==> src/rtl/wbs_pkg.sv <==
package wbs_pkg;

   // width of every programmable cycle count
   parameter int unsigned TIM_W = 4;
   // beat counter width: holds 0..16
   localparam int unsigned BCNT_W = 5;

   typedef enum logic [1:0] {
      S_IDLE = 2'd0,
      S_LEAD = 2'd1,
      S_BEAT = 2'd2,
      S_TAIL = 2'd3
   } seq_state_e;

   typedef struct packed {
      logic [1:0]       page;
      logic             wait_en;
      logic [TIM_W-1:0] lead;
      logic [TIM_W-1:0] ivl;
      logic [TIM_W-1:0] tail;
   } cs_cfg_t;

   // page code to buffer depth in words; code 3 falls back to 16
   function automatic logic [BCNT_W-1:0] page_words(input logic [1:0] code);
      case (code)
         2'd0:    return BCNT_W'(4);
         2'd1:    return BCNT_W'(8);
         default: return BCNT_W'(16);
      endcase
   endfunction

   // smallest power of two not below the beat count
   function automatic logic [BCNT_W-1:0] wrap_window(input logic [BCNT_W-1:0] beats);
      logic [BCNT_W-1:0] w;
      w = BCNT_W'(1);
      for (int i = 0; i < BCNT_W - 1; i++) begin
         if (w < beats) w = w << 1;
      end
      return w;
   endfunction

endpackage

==> src/rtl/wbs_cfg_bank.sv <==
module wbs_cfg_bank
   import wbs_pkg::*;
#(
   parameter int unsigned NUM_CS = 4,
   localparam int unsigned CS_W = $clog2(NUM_CS)
) (
   input  logic            clk,
   input  logic            rst,
   input  logic            wr_en,
   input  logic [CS_W-1:0] wr_sel,
   input  cs_cfg_t         wr_data,
   input  logic [CS_W-1:0] rd_sel,
   output cs_cfg_t         rd_data
);

   cs_cfg_t regs_all [NUM_CS];

   for (genvar g = 0; g < NUM_CS; g++) begin : g_cs
      cs_cfg_t r_q;
      always_ff @(posedge clk) begin
         if (rst) r_q <= '0;
         else if (wr_en && (wr_sel == CS_W'(g))) r_q <= wr_data;
      end
      assign regs_all[g] = r_q;
   end

   // value before any write of this cycle
   assign rd_data = regs_all[rd_sel];

endmodule

==> src/rtl/wbs_addr_gen.sv <==
module wbs_addr_gen
   import wbs_pkg::*;
#(
   parameter int unsigned ADDR_W  = 16,
   parameter bit          WRAP_EN = 1'b1
) (
   input  logic [ADDR_W-1:0] start,
   input  logic [BCNT_W-1:0] idx,
   input  logic              wrap,
   input  logic [BCNT_W-1:0] window,
   output logic [ADDR_W-1:0] addr
);

   logic [ADDR_W-1:0] lin;
   assign lin = start + ADDR_W'(idx);

   if (WRAP_EN) begin : g_wrap
      logic [ADDR_W-1:0] mask;
      assign mask = ADDR_W'(window) - ADDR_W'(1);
      assign addr = wrap ? ((start & ~mask) | (lin & mask)) : lin;
   end else begin : g_lin
      logic unused_w;
      assign unused_w = wrap ^ (^window);
      assign addr     = lin;
   end

endmodule

==> src/rtl/wrap_burst_seq.sv <==
module wrap_burst_seq
   import wbs_pkg::*;
#(
   parameter int unsigned NUM_CS  = 4,
   parameter int unsigned ADDR_W  = 16,
   parameter int unsigned LEN_W   = 5,
   parameter bit          WRAP_EN = 1'b1,
   localparam int unsigned CS_W   = $clog2(NUM_CS),
   localparam int unsigned TW     = wbs_pkg::TIM_W
) (
   input  logic              clk,
   input  logic              rst,
   input  logic              cfg_we,
   input  logic [CS_W-1:0]   cfg_sel,
   input  logic [1:0]        cfg_page,
   input  logic              cfg_wait_en,
   input  logic [TW-1:0]     cfg_lead,
   input  logic [TW-1:0]     cfg_ivl,
   input  logic [TW-1:0]     cfg_tail,
   input  logic              req_valid,
   output logic              req_ready,
   input  logic [CS_W-1:0]   req_cs,
   input  logic [ADDR_W-1:0] req_addr,
   input  logic [LEN_W-1:0]  req_len,
   input  logic              req_wrap,
   input  logic              req_write,
   input  logic              mem_wait,
   output logic [NUM_CS-1:0] mem_cs,
   output logic              mem_rd,
   output logic              mem_wr,
   output logic [ADDR_W-1:0] mem_addr,
   output logic              beat_ack,
   output logic              burst_err
);

   localparam int unsigned CMP_W = (LEN_W > BCNT_W) ? LEN_W : BCNT_W;

   if (NUM_CS < 2 || (1 << CS_W) != NUM_CS) begin : g_bad_cs
      $error("NUM_CS must be a power of two, at least 2");
   end
   if (ADDR_W < BCNT_W) begin : g_bad_addr
      $error("ADDR_W too narrow for a 16-word page");
   end
   if (LEN_W < 1) begin : g_bad_len
      $error("LEN_W must be at least 1");
   end

   cs_cfg_t     wr_cfg, sel_cfg, cfg_q;
   seq_state_e  st_q;
   logic [TW-1:0]     cnt_q;
   logic [BCNT_W-1:0] idx_q, nb_q, win_q, beats_d;
   logic [ADDR_W-1:0] start_q, gen_addr;
   logic [CS_W-1:0]   cs_q;
   logic              wrap_q, wr_q, err_q, clip_err;
   logic [CMP_W-1:0]  len_x, pg_x;
   logic              in_beat, active, beat_done, last_beat, wait_en_q;

   always_comb begin
      wr_cfg.page    = cfg_page;
      wr_cfg.wait_en = cfg_wait_en;
      wr_cfg.lead    = cfg_lead;
      wr_cfg.ivl     = cfg_ivl;
      wr_cfg.tail    = cfg_tail;
   end

   wbs_cfg_bank #(.NUM_CS(NUM_CS)) u_bank (
      .clk     (clk),
      .rst     (rst),
      .wr_en   (cfg_we),
      .wr_sel  (cfg_sel),
      .wr_data (wr_cfg),
      .rd_sel  (req_cs),
      .rd_data (sel_cfg)
   );

   // clip the request to the device page
   always_comb begin
      len_x    = CMP_W'(req_len);
      pg_x     = CMP_W'(page_words(sel_cfg.page));
      clip_err = (len_x > pg_x);
      if (len_x == '0)   beats_d = BCNT_W'(1);
      else if (clip_err) beats_d = BCNT_W'(pg_x);
      else               beats_d = BCNT_W'(len_x);
   end

   assign in_beat   = (st_q == S_BEAT);
   assign active    = in_beat || (st_q == S_TAIL);
   assign wait_en_q = cfg_q.wait_en;
   assign beat_done = in_beat && (cnt_q == cfg_q.ivl) && !(wait_en_q && mem_wait);
   assign last_beat = (idx_q == nb_q - BCNT_W'(1));

   always_ff @(posedge clk) begin
      if (rst) begin
         st_q    <= S_IDLE;
         cnt_q   <= '0;
         idx_q   <= '0;
         nb_q    <= '0;
         win_q   <= '0;
         start_q <= '0;
         cs_q    <= '0;
         wrap_q  <= 1'b0;
         wr_q    <= 1'b0;
         err_q   <= 1'b0;
         cfg_q   <= '0;
      end else begin
         case (st_q)
            S_IDLE: if (req_valid) begin
               st_q    <= S_LEAD;
               cnt_q   <= '0;
               idx_q   <= '0;
               nb_q    <= beats_d;
               win_q   <= wrap_window(beats_d);
               start_q <= req_addr;
               cs_q    <= req_cs;
               wrap_q  <= req_wrap;
               wr_q    <= req_write;
               err_q   <= clip_err;
               cfg_q   <= sel_cfg;
            end
            S_LEAD: begin
               if (cnt_q == cfg_q.lead) begin
                  st_q  <= S_BEAT;
                  cnt_q <= '0;
               end else cnt_q <= cnt_q + TW'(1);
            end
            S_BEAT: begin
               if (beat_done) begin
                  cnt_q <= '0;
                  if (last_beat) st_q <= S_TAIL;
                  else           idx_q <= idx_q + BCNT_W'(1);
               end else if (cnt_q != cfg_q.ivl) begin
                  cnt_q <= cnt_q + TW'(1);
               end
            end
            S_TAIL: begin
               if (cnt_q == cfg_q.tail) st_q <= S_IDLE;
               else                     cnt_q <= cnt_q + TW'(1);
            end
            default: st_q <= S_IDLE;
         endcase
      end
   end

   wbs_addr_gen #(.ADDR_W(ADDR_W), .WRAP_EN(WRAP_EN)) u_addr (
      .start  (start_q),
      .idx    (idx_q),
      .wrap   (wrap_q),
      .window (win_q),
      .addr   (gen_addr)
   );

   always_comb begin
      mem_cs = '0;
      if (active) mem_cs[cs_q] = 1'b1;
   end

   assign req_ready = (st_q == S_IDLE);
   assign mem_rd    = active && !wr_q;
   assign mem_wr    = active && wr_q;
   assign mem_addr  = in_beat ? gen_addr : '0;
   assign beat_ack  = beat_done;
   assign burst_err = err_q;

endmodule

==> config.mk <==
export PLATFORM = sky130hd
export DESIGN_NAME = wrap_burst_seq
export DESIGN_NICKNAME = d
export VERILOG_FILES = /design/src/rtl/wbs_pkg.sv /design/src/rtl/wbs_cfg_bank.sv /design/src/rtl/wbs_addr_gen.sv /design/src/rtl/wrap_burst_seq.sv
export SDC_FILE = /design/constraint.sdc
export NUM_CORES = 1
export LEC_CHECK = 0
export BUFFER_PORTS_ARGS = -buffer_cell sky130_fd_sc_hd__buf_2
export CAP_MARGIN = 20
export CORE_MARGIN = 10
export CORE_UTILIZATION = 50
export DETAILED_ROUTE_END_ITERATION = 7
export GPL_TIMING_DRIVEN = 0
export HOLD_SLACK_MARGIN = 0.15
export PLACE_DENSITY = 0.7
export SYNTH_ARGS = -nofsm -noshare
export SYNTH_HDL_FRONTEND = slang
export SYNTH_SLANG_ARGS = --single-unit
==> constraint.sdc <==
create_clock -name clk -period 12.3 [get_ports clk]
set_clock_uncertainty 0.05 [all_clocks]
set_input_delay 1.23 -clock clk [delete_from_list [all_inputs] [get_ports clk]]
set_output_delay 1.23 -clock clk [all_outputs]
set_load 0.1 [all_outputs]
# Yosys cells after proc, flatten, opt, wreduce, memory -nomap -nowiden
# Cells that the tools add are included.
# Widths: inputs -> output; s select.
# word_totals
out_inout_bits,25
reg_bits,115
input_bits,47
# classes
add_sub_neg,5
muxes,40
reduce_logical,22
n_lt_le_gt_ge,8
bitwise_logic,5
n_eq_ne,20
# ops
operator,count
$mux 5,17
$and 16x16->16,2
$mux 16,2
$bmux 15 s2,1
$mux 15,2
$mux 4,6
$pmux 5 s2,2
$add 16x5->16,1
$not 16->16,1
$or 16x16->16,1
$pmux 4 s4,1
$lt 5x5->1,3
$eq 4x4->1,3
$mux 2,6
$logic_and 1x1->1,10
$ne 2x2->1 const B,5
$eq 2x2->1 const B,4
$pmux 2 s4,1
$eq 2x1->1 const B,3
$logic_not 2->1,3
$sub 5x1->6 const B,1
$add 5x1->5 const B,1
$eq 5x5->1,1
$gt 5x5->1,1
20 further kinds,22

# Logic depth before layout (Yosys ltp)
# logic_depth
depth_word,26
depth_mapped,25
mapped_depth_nobuf,24

# Hierarchy
# From an unflattened synthesis, not the netlist that was laid out.
# hier_totals
cells_unflattened,691
hier_area_um2,6379.9
# modules_own_cells
module,cells_each,area_each_um2,seq_area_each_um2,instances
wrap_burst_seq,384,3014.1,1101.1,1
wbs_cfg_bank,233,2753.9,1201.2,1
wbs_addr_gen,74,611.8,0.0,1

# Worst setup path after synthesis
# Ideal clock, no wire load.
# synth_path
path_kind,input-to-reg
startpoint,input port req_cs[1]
endpoint,register win_q[1]
setup_slack_ps,5464
cell_stages,24
t_required_ps,12164
n_path_buf,1
setup_ps,86
t_arrival_ps,6699
path_cell_list,buf_6 mux4_2 nand2b_1 ha_1 and3_1 a22oi_1 mux2i_1 or2_2 nand2_1 a31oi_1 inv_1 ha_1 ha_1 nand2_1 o31ai_1 and2_0 mux2_2 ha_1 o21ai_0 nand2b_1 a21oi_1 a311o_1 mux2_4 a221oi_2
# synth_between
elab_chain_cells,26
elab_cells_between_ends,27
classes_between,order compare: 5; eq/ne: 1; mux: 19; bitwise: 1; reduce/logical: 1
# synth_rtl
item,line_no,source
from (decl),wrap_burst_seq.sv:22,"input logic [CS_W-1:0] req_cs,"
$not 2->3 (not written as such) *,wbs_cfg_bank.sv:28,assign rd_data = regs_all[rd_sel];
$bmux 15 s2 *,wbs_cfg_bank.sv:28,
$mux 15 (not written as such) * (2 in series),wbs_cfg_bank.sv:28,
$eq 2x1->1 or $logic_not 2->1 (tied branches),wbs_pkg.sv:25,case (code)
$pmux 5 s2 *,wbs_pkg.sv:25,
$gt 5x5->1,wrap_burst_seq.sv:80,clip_err = (len_x > pg_x);
$mux 5 *,wrap_burst_seq.sv:82,else if (clip_err) beats_d = BCNT_W'(pg_x);
$mux 5 *,wrap_burst_seq.sv:81,if (len_x == '0) beats_d = BCNT_W'(1);
(+9 left out),--,
$mux 5,wrap_burst_seq.sv:93,if (rst) begin
$lt 5x5->1,wbs_pkg.sv:37,if (w < beats) w = w << 1;
$mux 5,wbs_pkg.sv:37,
$mux 5,wrap_burst_seq.sv:107,S_IDLE: if (req_valid) begin
$mux 5,wrap_burst_seq.sv:106,case (st_q)
$mux 5,wrap_burst_seq.sv:93,
$lt 5x5->1,wbs_pkg.sv:37,
$mux 5 *,wbs_pkg.sv:37,
to (signal assigned),wrap_burst_seq.sv:112,win_q <= wrap_window(beats_d);
to (decl),wrap_burst_seq.sv:51,"logic [BCNT_W-1:0] idx_q, nb_q, win_q, beats_d;"
# Every way passes the cells marked *; elsewhere a longest branch is shown, timed or not. The select of a mux whose other input is x is not followed.
# A chain may end at the register's enable or synchronous reset.

# Worst setup path after layout
# Same ends and word-level chain as after synthesis.

==> flow_summary.ini <==
[run_status]
outcome = completed

[cells_and_area]
final_common_cell = nand2_1
final_cell_area_um2 = 7076
drive_gt1_frac = 0.1526
finalNonFillerCells = 995
multi_input_area_um2 = 3398
layout_common_cells = nand2_1, a21oi_1, dfxtp_1, buf_2, nor2_1
n_antenna_cell = 0
nFillCells = 1012
nNetsFinal = 910
layout.area.seq_um2 = 2302
syn_to_final_growth_pct = 19.08

[routing]
drtPass1Iterations = 5
routed_wl_mm = 16.48
wire_per_inst_um = 16.56
drt.antenna.violating_nets = 0
drc = 0
drt-initial-drc-count = 346
via_per_inst = 5.556
vias = 5528

[clock_network]
clkTransAtPathRegs_ps = 60
post_cts_buffers = 0
hold_buffers = 0
tritoncts = built
h-tree-depth = 4
cts_buffers = 17
root_buffer = clkbuf_16
cts_buffer_depth = 2
insertion_delay_ps = 420
cts_resized = 0
cts_sinks = 115

[synth]
ys_ff_latch = 115
yosysSeqAreaShare = 0.3874
syn_area_um2 = 5942
syn_area_per_cell_um2 = 7.912
synth-edff-count = 0
synth_cell_types = 56
yosys_warnings = 0
syn_nets = 822
async_reset_ff_frac = 0
ys_dominant_reg_cell = dfxtp_1
postSynthCellCount = 751

[die]
start_util = 0.5160
num_rows = 39
design.die.area_um2 = 16640
die_h_um = 129.0
die_x_um = 129.0
design.core.area_um2 = 11520
io_pins = 72

[global_route]
grt_start_max_net_pins = 17
grt_pass1_vias = 5462
grt_usage = 0.1994
antenna_found_initial = 0
grt_first_pass_wirelength_mm = 26.71
gr-total-overflow = 0

[critical_path]
worst_setup_path_end_kind = register
crit_family = compound AO/OA/AOI/OAI gates
path_cells = buf_6, mux4_2, nand2b_1, ha_1, and3_1, a22oi_1, mux2i_1, or2_2, nand2_1, a31oi_1, inv_1, ha_1, ha_1, nand2_1, o31ai_1, and2_0, mux2_2, ha_1, o21ai_0, nand2b_1, a21oi_1, a311o_1, mux2_4, a221oi_2
critPathLaunchType = input port
cpMostUsedCell = ha_1
worst_path_max_delay_cell = mux4_2
required_ps = 12580
slowest_delay_ps = 620
cp.arrival_ps = 7440
cp.buffers_inverters = 2
path_max_fanout = 7
path_class = input port to register
r2r_setup_slack_ps = 5840

[placement]
place_area_um2 = 6466
io_buffers = 69
placedCellCount = 963
hpwl_mm = 11.97
gp_congestion = 0.8942

[timing]
hold_violations = 0
setup-tns-final_ps = 0
worst_pin_slew_ps = 865.9
setup-violations-final = 0
rsz0062_at_grt = no
slew_headroom = 0.4215
finalCritPeriodShare = 0.5817
slew_viol_final = 0
fmax_ghz = 0.1398
fin_crit_ps = 7155

[pwr]
swShare = 0.3767
pwr-share-comb = 0.310
power_density_nw_per_um2 = 193.7
clock_power_share = 0.370
p_switching_uw = 516.4
seq_power_share = 0.319
p_leak_nw = 2.772
p_int_uw = 854.5
ir_worst_vdd_v = 0.0001172

[run]
cap_violations = 0

[min_path]
hp-class = register to register
==> cell families (layout without fill, tap and decap cells) <==
| kind of cell | Yosys count | in the layout | share of synthesized area |
|---|---|---|---|
| and+or+nand+nor | 333 | 333 | 0.2451 |
| buffers and inverters | 62 | 163 | 0.04064 |
| xor gates and xnor gates | 34 | 34 | 0.05012 |
| DFF | 115 | 115 | 0.3875 |
| muxes | 23 | 23 | 0.07159 |
| adders and majority gates | 24 | 24 | 0.05180 |
| AOI/OAI and AO/OA | 160 | 160 | 0.1533 |
==> worst min-delay path: cells and delay by family (launching register included) <==
kind | cells | cell delay (ps)
flops | 1 | 300
simple gates | 1 | 50
compound gates | 1 | 50
==> metal layers <==
metal,track usage,wire length [um],part of all wire
met1,0.2250,6882,0.42
met2,0.3507,8081,0.49
met3,0.05791,1277,0.078
met4,0.07425,235,0.014
met5,0,0,0
==> worst paths after layout <==
check	start	endpoint	depth (start not counted)
max	req_cs[1]	win_q[1]$_SDFFE_PP0P_	24
min	wait_en_q$_SDFFE_PP0P_	wait_en_q$_SDFFE_PP0P_	2
max reg2reg	u_bank.g_cs[3].r_q[14]$_SDFFE_PP0P_	win_q[1]$_SDFFE_PP0P_	23
min reg2reg	wait_en_q$_SDFFE_PP0P_	wait_en_q$_SDFFE_PP0P_	2
==> metrics by stage <==
step / hold WS, ps / util / power, mW / setup WS (ps)
floorplan: 381.7 / - / 0.7693 / 5464
global placement: 388.2 / 0.5615 / 0.8522 / 4933
detailed placement: 395.1 / 0.5615 / 0.8669 / 4745
CTS: 402.8 / 0.6144 / 1.373 / 5187
global route: 418.3 / 0.6144 / 1.438 / 4784
finish: 399.4 / 0.6144 / 1.371 / 5145
==> power groups by stage <==
stage,sequential [mW],clock (mW),combinational (mW)
3_3_place_gp,0.442,0,0.410
5_1_grt,0.442,0.529,0.467
2_1_floorplan,0.441,0,0.328
4_1_cts,0.437,0.512,0.425
6_report,0.438,0.508,0.425
3_5_place_dp,0.444,0,0.422
==> cell type report <==
type / count / share of cell area
plain buffers: 42 / 0.02352
clock buffers: 18 / 0.06065
clock inverters: 14 / 0.02546
inverters: 20 / 0.01061
multi-input cells: 574 / 0.4803
flip-flops and latches: 115 / 0.3254
well taps: 143 / 0.02529
repair buffers: 69 / 0.04881
==> Yosys cell counts, drive strengths merged, types with 7 or more instances <==
cell type	n	area, um^2
a21oi	120	600.6
and2	8	50.05
clkbuf	38	142.6
dfxtp	115	2302
ha	23	287.8
inv	19	71.32
mux4	15	337.8
nand2	216	810.8
nand3	10	62.56
nor2	44	172.7
nor3	10	50.05
nor3b	7	52.55
o21ai	10	50.04
or3	7	43.79
xnor2	27	236.5
xor2	7	61.31
==> flip-flops by register name (all words and copies together), names as in the netlist, 2 cells and up <==
name             cells
cs_q                 2
u_bank.g_cs.r_q     60
st_q                 2
idx_q                5
win_q                5
nb_q                 5
cnt_q                4
start_q             16
cfg_q               12
No activity file was read; power rests on OpenSTA's default activity.
